===== src/rtl/cfg_key_port.sv =====
module cfg_key_port #(
  parameter int         NUM_DEV     = 4,
  parameter logic [15:0] CHIP_ID    = 16'h8A3C,
  parameter logic [3:0]  CHIP_REV   = 4'h5,
  parameter logic [7:0]  BASE_HI_RST = 8'h0A
) (
  input  logic       clk,
  input  logic       rst_n,
  input  logic       alt_base,
  input  logic       wr_en,
  input  logic       wr_sel,
  input  logic [7:0] wdata,
  input  logic       rd_sel,
  output logic [7:0] rdata,
  output logic       unlocked
);
  localparam int DEV_W = (NUM_DEV > 1) ? $clog2(NUM_DEV) : 1;
  localparam logic [7:0] IX_CTRL = 8'h02, IX_LDN = 8'h07, IX_IDH = 8'h20,
                         IX_IDL = 8'h21, IX_REV = 8'h22, IX_BHI = 8'h60,
                         IX_BLO = 8'h61, IX_DCTL = 8'hF0;
  localparam logic [7:0] EXIT_CODE = 8'h02;

  logic [1:0] key_st;
  logic       open_q;
  logic [7:0] idx_q, ldn_q;
  logic [7:0] bhi [NUM_DEV];
  logic [7:0] blo [NUM_DEV];
  logic [7:0] dctl[NUM_DEV];

  wire [7:0] key_exp = (key_st == 2'd0) ? 8'h87 :
                       (key_st == 2'd1) ? 8'h01 :
                       (key_st == 2'd2) ? 8'h55 :
                       (alt_base ? 8'hAA : 8'h55);
  wire idx_wr   = wr_en & ~wr_sel;
  wire dat_wr   = wr_en & wr_sel & open_q;
  wire dev_ok   = ldn_q < 8'(NUM_DEV);
  wire [DEV_W-1:0] dev = ldn_q[DEV_W-1:0];
  wire relock   = dat_wr && idx_q == IX_CTRL && wdata == EXIT_CODE;

  assign unlocked = open_q;

  always_ff @(posedge clk) begin
    if (!rst_n) begin
      key_st <= 2'd0;
      open_q <= 1'b0;
      idx_q  <= 8'h00;
    end else if (relock) begin
      key_st <= 2'd0;
      open_q <= 1'b0;
      idx_q  <= 8'h00;
    end else if (idx_wr) begin
      if (open_q) idx_q <= wdata;
      else if (wdata == key_exp) begin
        if (key_st == 2'd3) begin
          open_q <= 1'b1;
          key_st <= 2'd0;
        end else key_st <= key_st + 2'd1;
      end else key_st <= (wdata == 8'h87) ? 2'd1 : 2'd0;
    end
  end

  always_ff @(posedge clk) begin
    if (!rst_n) ldn_q <= 8'h00;
    else if (dat_wr && idx_q == IX_LDN) ldn_q <= wdata;
  end

  for (genvar g = 0; g < NUM_DEV; g++) begin : g_bank
    wire sel = dat_wr && dev_ok && dev == DEV_W'(g);
    always_ff @(posedge clk) begin
      if (!rst_n) begin
        bhi[g]  <= BASE_HI_RST;
        blo[g]  <= 8'(g * 16);
        dctl[g] <= 8'h00;
      end else if (sel) begin
        if (idx_q == IX_BHI)  bhi[g]  <= wdata;
        if (idx_q == IX_BLO)  blo[g]  <= wdata;
        if (idx_q == IX_DCTL) dctl[g] <= wdata;
      end
    end
  end

  always_comb begin
    rdata = 8'hFF;
    if (open_q) begin
      if (!rd_sel) rdata = idx_q;
      else begin
        case (idx_q)
          IX_LDN:  rdata = ldn_q;
          IX_IDH:  rdata = CHIP_ID[15:8];
          IX_IDL:  rdata = CHIP_ID[7:0];
          IX_REV:  rdata = {4'h0, CHIP_REV};
          IX_BHI:  rdata = dev_ok ? bhi[dev]  : 8'hFF;
          IX_BLO:  rdata = dev_ok ? blo[dev]  : 8'hFF;
          IX_DCTL: rdata = dev_ok ? dctl[dev] : 8'hFF;
          default: rdata = 8'h00;
        endcase
      end
    end
  end
endmodule



===== config.mk =====
export PLATFORM = sky130hd
export DESIGN_NAME = cfg_key_port
export DESIGN_NICKNAME = d
export VERILOG_FILES = /design/src/rtl/cfg_key_port.sv
export SDC_FILE = /design/constraint.sdc
export NUM_CORES = 1
export LEC_CHECK = 0
export ABC_CLOCK_PERIOD_IN_PS = 2700
export BUFFER_PORTS_ARGS = -buffer_cell sky130_fd_sc_hd__buf_2
export CAP_MARGIN = 20
export CORE_UTILIZATION = 45
export DETAILED_ROUTE_END_ITERATION = 10
export SLEW_MARGIN = 20
export SYNTH_ARGS = -nofsm -noshare
export SYNTH_HDL_FRONTEND = slang
export SYNTH_SLANG_ARGS = --single-unit
export TNS_END_PERCENT = 1

===== constraint.sdc =====
create_clock -name clk -period 2.7 [get_ports clk]
set_input_delay 0.54 -clock clk [delete_from_list [all_inputs] [get_ports clk]]
set_output_delay 0.54 -clock clk [all_outputs]
set_load 0.05 [all_outputs]

### Yosys cells after proc, flatten, opt, wreduce, memory -nomap -nowiden

Memories as Yosys holds them, arrays and structs flattened. A register that Yosys moved wholly into a read port is not among the register bits.
Cells that the tools add are included.

| operators by class | value |
|---|---|
| bitwise logic cells | 18 |
| add/subtract/negate cells | 1 |
| equality and inequality tests | 17 |
| magnitude comparators | 1 |
| reduce and logical (&&, ||, !) cells | 13 |
| muxes and demuxes | 74 |

Operator list:

| cell | count |
|---|---|
| 8-bit 2-to-1 mux | 21 |
| 8-bit one-hot mux with 7 select lines | 1 |
| 1-bit 2-to-1 mux | 44 |
| 8-bit by 6-bit == test with 1-bit output (second input constant) | 3 |
| 8-bit by 2-bit == test with 1-bit output (second input constant) | 2 |
| 8-bit by 7-bit == test with 1-bit output (second input constant) | 2 |
| 8-bit == test (second input constant) | 2 |
| 2-bit 2-to-1 mux | 8 |
| 1-bit OR | 12 |
| 2-bit == test (second input constant) | 4 |
| 8-bit by 3-bit == test with 1-bit output (second input constant) | 1 |
| 8-bit == test | 1 |
| 1-bit logical AND | 8 |
| 8-bit by 3-bit < comparator with 1-bit output (second input constant) | 1 |
| 2-bit by 1-bit == test with 1-bit output (second input constant) | 2 |
| 2-bit logical NOT | 2 |
| 2-bit AND reduction | 2 |
| 1-bit bitwise AND | 3 |
| 1-bit inverter | 3 |
| 2-bit by 1-bit adder with 2-bit output (second input constant) | 1 |
| 2-bit OR reduction | 1 |

| storage, ports and cells | value |
|---|---|
| register bits after elaboration | 19 |
| memories | 3 |
| bits in writable memories | 96 |
| output and inout port bits | 9 |
| logic and storage cells | 131 |

Memories:

| name | words | width | read ports | clocked after memory_dff | write ports | RTL line | RTL |
|---|---|---|---|---|---|---|---|
| bhi | 4 | 8 | 1 | 1 | 4 | 26 | `logic [7:0] bhi [NUM_DEV];` |
| blo | 4 | 8 | 1 | 1 | 4 | 27 | `logic [7:0] blo [NUM_DEV];` |
| dctl | 4 | 8 | 1 | 1 | 4 | 28 | `logic [7:0] dctl[NUM_DEV];` |

### Longest topological paths before layout

| depth | value |
|---|---|
| depth in word-level cells | 8 |
| gate-level depth with buffers | 7 |
| depth with buffers taken out | 7 |

### Worst setup path before layout

No wires, ideal clock.

| timing | value |
|---|---|
| kind | reg2out |
| start point | register idx_q[0] |
| end point | output port rdata[3] |
| required time | 2.160 ns |
| arrival time | 2.091 ns |
| path slack | 0.069 ns |
| stages on the path, launching flop included | 8 |
| cells stage by stage | dfxtp_1 clkbuf_1 and4bb_1 and3_1 buf_2 a221oi_1 and3_1 o221ai_1 |

| on the way | value |
|---|---|
| longest elaborated chain between the ends | 4 |
| elaborated cells between the ends (all ways) | 10 |
| those cells by class | eq/ne (7); mux (3) |

RTL lines:

| item | RTL line | RTL |
|---|---|---|
| start: declaration | 25 | `logic [7:0] idx_q, ldn_q;` |
| start signal: assignment | 52 | `if (open_q) idx_q <= wdata;` |
| 8-bit == test (tied with other cells) | 87 | `case (idx_q)` |
| 8-bit one-hot mux with 7 select lines * | 87 |  |
| 8-bit 2-to-1 mux * | 85 | `if (!rd_sel) rdata = idx_q;` |
| 8-bit 2-to-1 mux * | 84 | `if (open_q) begin` |
| end: declaration | 14 | `output logic [7:0] rdata,` |

Every way passes the cells marked *; elsewhere a longest branch is shown, timed or not.

==> flow_summary.toml <==
[timing]
grt_setup_unrepaired = "yes"
normalized_max_slew_margin_pct = 58.4
final_max_slew_viol_count = 0
finalCriticalPeriod_ps = 2830
clock.fmax_mhz = 354
layout_worst_path_cycle_share_pct = 105
setup_violations_final = 7
tightestPinTransition_ps = 619
postLayoutSetupSlackWorst_ps = -126
final-hold-violation-count = 0
clock_skew_ps = 6.63

[cells_and_area]
finalNetCount = 567
post_route_cells_drive_above_1_share_pct = 27.4
antenna_cells_inserted = 0
area_delta_synth_final_pct = 22.4
fin_cells = 734

[critical_path]
reg2reg_slack_ps = 340
r2r-start = "ldn_q[3]$_SDFFE_PN0P_"
crit_path_max_fanout = 6
cp_data_required_time_ps = 2160
destination_of_the_worst_register_to_register_timing_path = "blo[3][7]$_SDFFCE_PN0P_"
critical_path.endpoint_type = "output port"
kind_of_critical_path = "reg -> out"
worst-r2r-cell-count = 5
timing.critical_path.arrival_ps = 2290
critPathLaunchType = "flop"

[clock_tree]
tritoncts = "done"
tritoncts_num_sinks = 117
buffer_cell_driving_the_clock_tree_root = "sky130_fd_sc_hd__clkbuf_16"
clock_tree.buffer_depth = 2
htree_levels = 4
clk_pin_slew_worst_paths_ps = 60
clk-insertion-delay-late_ps = 410
tritoncts.num_buffers = 17

[die]
dieWidth_um = 116
core_region_area_um2 = 12600
core.rowCount = 41
die_area_um2 = 13400
initial_utilization_pct = 46.1
pin_count = 23
die_height_um = 116

[synthesis]
portion_of_the_post_synthesis_area_used_by_sequential_elements_pct = 56.8
synth-xor-area-share_pct = 0.452
yosys-top-cells-area = "sky130_fd_sc_hd__edfxtp_1 50%, sky130_fd_sc_hd__mux4_2 9.3%, sky130_fd_sc_hd__dfxtp_1 7.2%"
synth.yosys.warnings = 0
top_ff_cell_synth = "sky130_fd_sc_hd__edfxtp_1"
synthMuxAreaShare_pct = 13.1
synth.largest_area_cell = "sky130_fd_sc_hd__edfxtp_1"
postSynthNetCount = 516
synth_async_reset_ratio_pct = 0
mappedNetlistArea_um2 = 5810
synth_register_bits = 117
yosys.area_share.adder_pct = 0.861
synth-edff-count = 96
synth_largest_type_area_fraction_pct = 49.6
synth_compound_area_share_pct = 6.82
dominant_cell_by_count_in_the_synthesized_netlist = "sky130_fd_sc_hd__nor2_1"
postSynthCellCount = 498
simple_gate_portion_of_the_synthesized_area_pct = 18.4
synth_top_cells_by_count = "106 x sky130_fd_sc_hd__nor2_1, 96 x sky130_fd_sc_hd__edfxtp_1, 47 x sky130_fd_sc_hd__nand2_1"
synth_area_per_cell_um2 = 11.7
yosysUniqueCellTypes = 61
synth_top_family_by_area = "simple AND/OR/NAND/NOR gates"

[power_and_ir_drop]
pwr_density_cell_nw_per_um2 = 628
totalPowerFinal_w = 0.00447
irDropWorstVdd_mv = 0.527
cellLeakagePower_nw = 2.45

[global_routing]
grt_first_pass_wirelength_um = 25200
grt_max_degree = 30
initial_antenna_violation_count = 0
remaining_overflow_grt = 0
number_of_global_route_vias_before_repair = 4227
grtUsageTotal_pct = 26.8

[drt]
antenna_violating_nets_remaining = 0
wl_um = 16500
avgViaCountPerCell = 5.80
total_via_count_in_the_routed_design = 4254
drt_drc_violations_left = 0
number_of_design_rule_violations_left_by_the_first_detailed_router_iteration = 435
firstDrtPassIters = 6
detail_route.wl_per_cell_um = 22.4

[min_path]
hold-path-endpoint = "ldn_q[6]$_SDFFE_PN0P_"
min_path_cells = 3
min_from = "wdata[6]"
hp-class = "in -> reg"

[outcome]
outcome = "complete, but fails checks"
violations = "negative setup slack"

[placement]
io_buffers = 22
post_detailed_placement_half_perimeter_wirelength_um = 11500
final_replace_weighted_congestion = 0.957
placed_cells = 696

[run]
cap_viol_max_count = 0
-- routing by layer --
metal	GRT usage (%)	vias to the layer above	part of all wire, %
met5	0	-	0
met4	12.5	0	3.1
met3	7.17	38	7.4
met2	42.4	171	48
met1	34.7	2103	42
li1	-	1942	-
-- repair_timing --
action | CTS | global route
hold buffers | 0 | 0
pin swaps | 2 | 4
resized for setup | 32 | 13
setup endpoints to repair | 8 | 8
buffers inserted | 4 | 0
hold endpoints to repair | 0 | 0
gates cloned | 3 | 1
-- through the flow --
step / hold WS, ps / worst slack [ps] / instance area (um2) / TNS (ps) / util (%)
detailed placement: 534 / 156 / 6300 / 0 / 49.9
CTS: 533 / -156 / 7090 / -906 / 56.2
global placement: 535 / 123 / 6300 / 0 / 49.9
floorplan: 489 / 68.5 / 5810 / 0 / -
global route: 554 / -188 / 7120 / -1200 / 56.4
finish: 550 / -126 / 7120 / -609 / 56.4
-- layout by cell type (no fill, tap or decap), types with 3 or more instances in the layout --
cell                         count
sky130_fd_sc_hd__bufinv_16       3
sky130_fd_sc_hd__and3_1         13
sky130_fd_sc_hd__inv_1           3
sky130_fd_sc_hd__o21ai_0        17
sky130_fd_sc_hd__a21oi_1         7
sky130_fd_sc_hd__mux4_2         24
sky130_fd_sc_hd__dfxtp_1        17
sky130_fd_sc_hd__mux2i_1        20
sky130_fd_sc_hd__buf_4          45
sky130_fd_sc_hd__nand4_1         5
sky130_fd_sc_hd__o21ai_1         5
sky130_fd_sc_hd__nand3_1        11
sky130_fd_sc_hd__clkbuf_16      18
sky130_fd_sc_hd__nor2_1        104
sky130_fd_sc_hd__nor2_2          3
sky130_fd_sc_hd__buf_2          14
sky130_fd_sc_hd__nor2b_1        12
sky130_fd_sc_hd__o32a_1          4
sky130_fd_sc_hd__nand2_1        47
sky130_fd_sc_hd__clkinv_2        4
sky130_fd_sc_hd__o211ai_1        3
sky130_fd_sc_hd__ha_1            4
sky130_fd_sc_hd__clkinvlp_4      4
sky130_fd_sc_hd__edfxtp_1       96
sky130_fd_sc_hd__or3_1           5
sky130_fd_sc_hd__buf_6           8
sky130_fd_sc_hd__nor4_1          3
-- flip-flops by register name (all words and copies together) (netlist names), named ones only --
name,flops
bhi,32
ldn_q,8
blo,32
dctl,32
idx_q,8
key_st,2
unlocked,1
-- report_power, final --
part	internal [W]	leakage [nW]	switching [W]
sequential	0.00202	1.09	0.0000214
clock	0.00145	0.279	0.000807
combinational	0.0000700	1.08	0.000110
-- worst max-delay path by stage --
| stage | end | cells after the start |
|---|---|---|
| floorplan | rdata[3] | 7 |
| global placement | rdata[7] | 6 |
| detailed placement | rdata[7] | 6 |
| CTS | rdata[7] | 7 |
| global route | rdata[7] | 6 |
| finish | rdata[1] | 7 |
-- worst max-delay path, stage by stage, from the launching register on --
cell,delay [ps]
sky130_fd_sc_hd__dfxtp_4,380
sky130_fd_sc_hd__buf_6,140
sky130_fd_sc_hd__buf_16,130
sky130_fd_sc_hd__mux4_2,530
sky130_fd_sc_hd__nor2_1,100
sky130_fd_sc_hd__o21ai_0,100
sky130_fd_sc_hd__o32a_1,330
sky130_fd_sc_hd__buf_6,160
-- final cells by class --
type,count,area [um2]
clock buffers,19,433
clock inverters,13,158
fillers,1112,5500
inverters,4,15.0
multi-input cells,337,2370
flip-flops and latches,117,3310
well taps,172,215
repair buffers,72,613
-- cells by family after synthesis --
group / Yosys count
flops: 117
mux: 46
buf+inv: 44
compound gates: 59
fa+ha+maj: 4
xor+xnor: 3
simple gates: 225
Note: power is estimated with default switching activity, not from simulation.
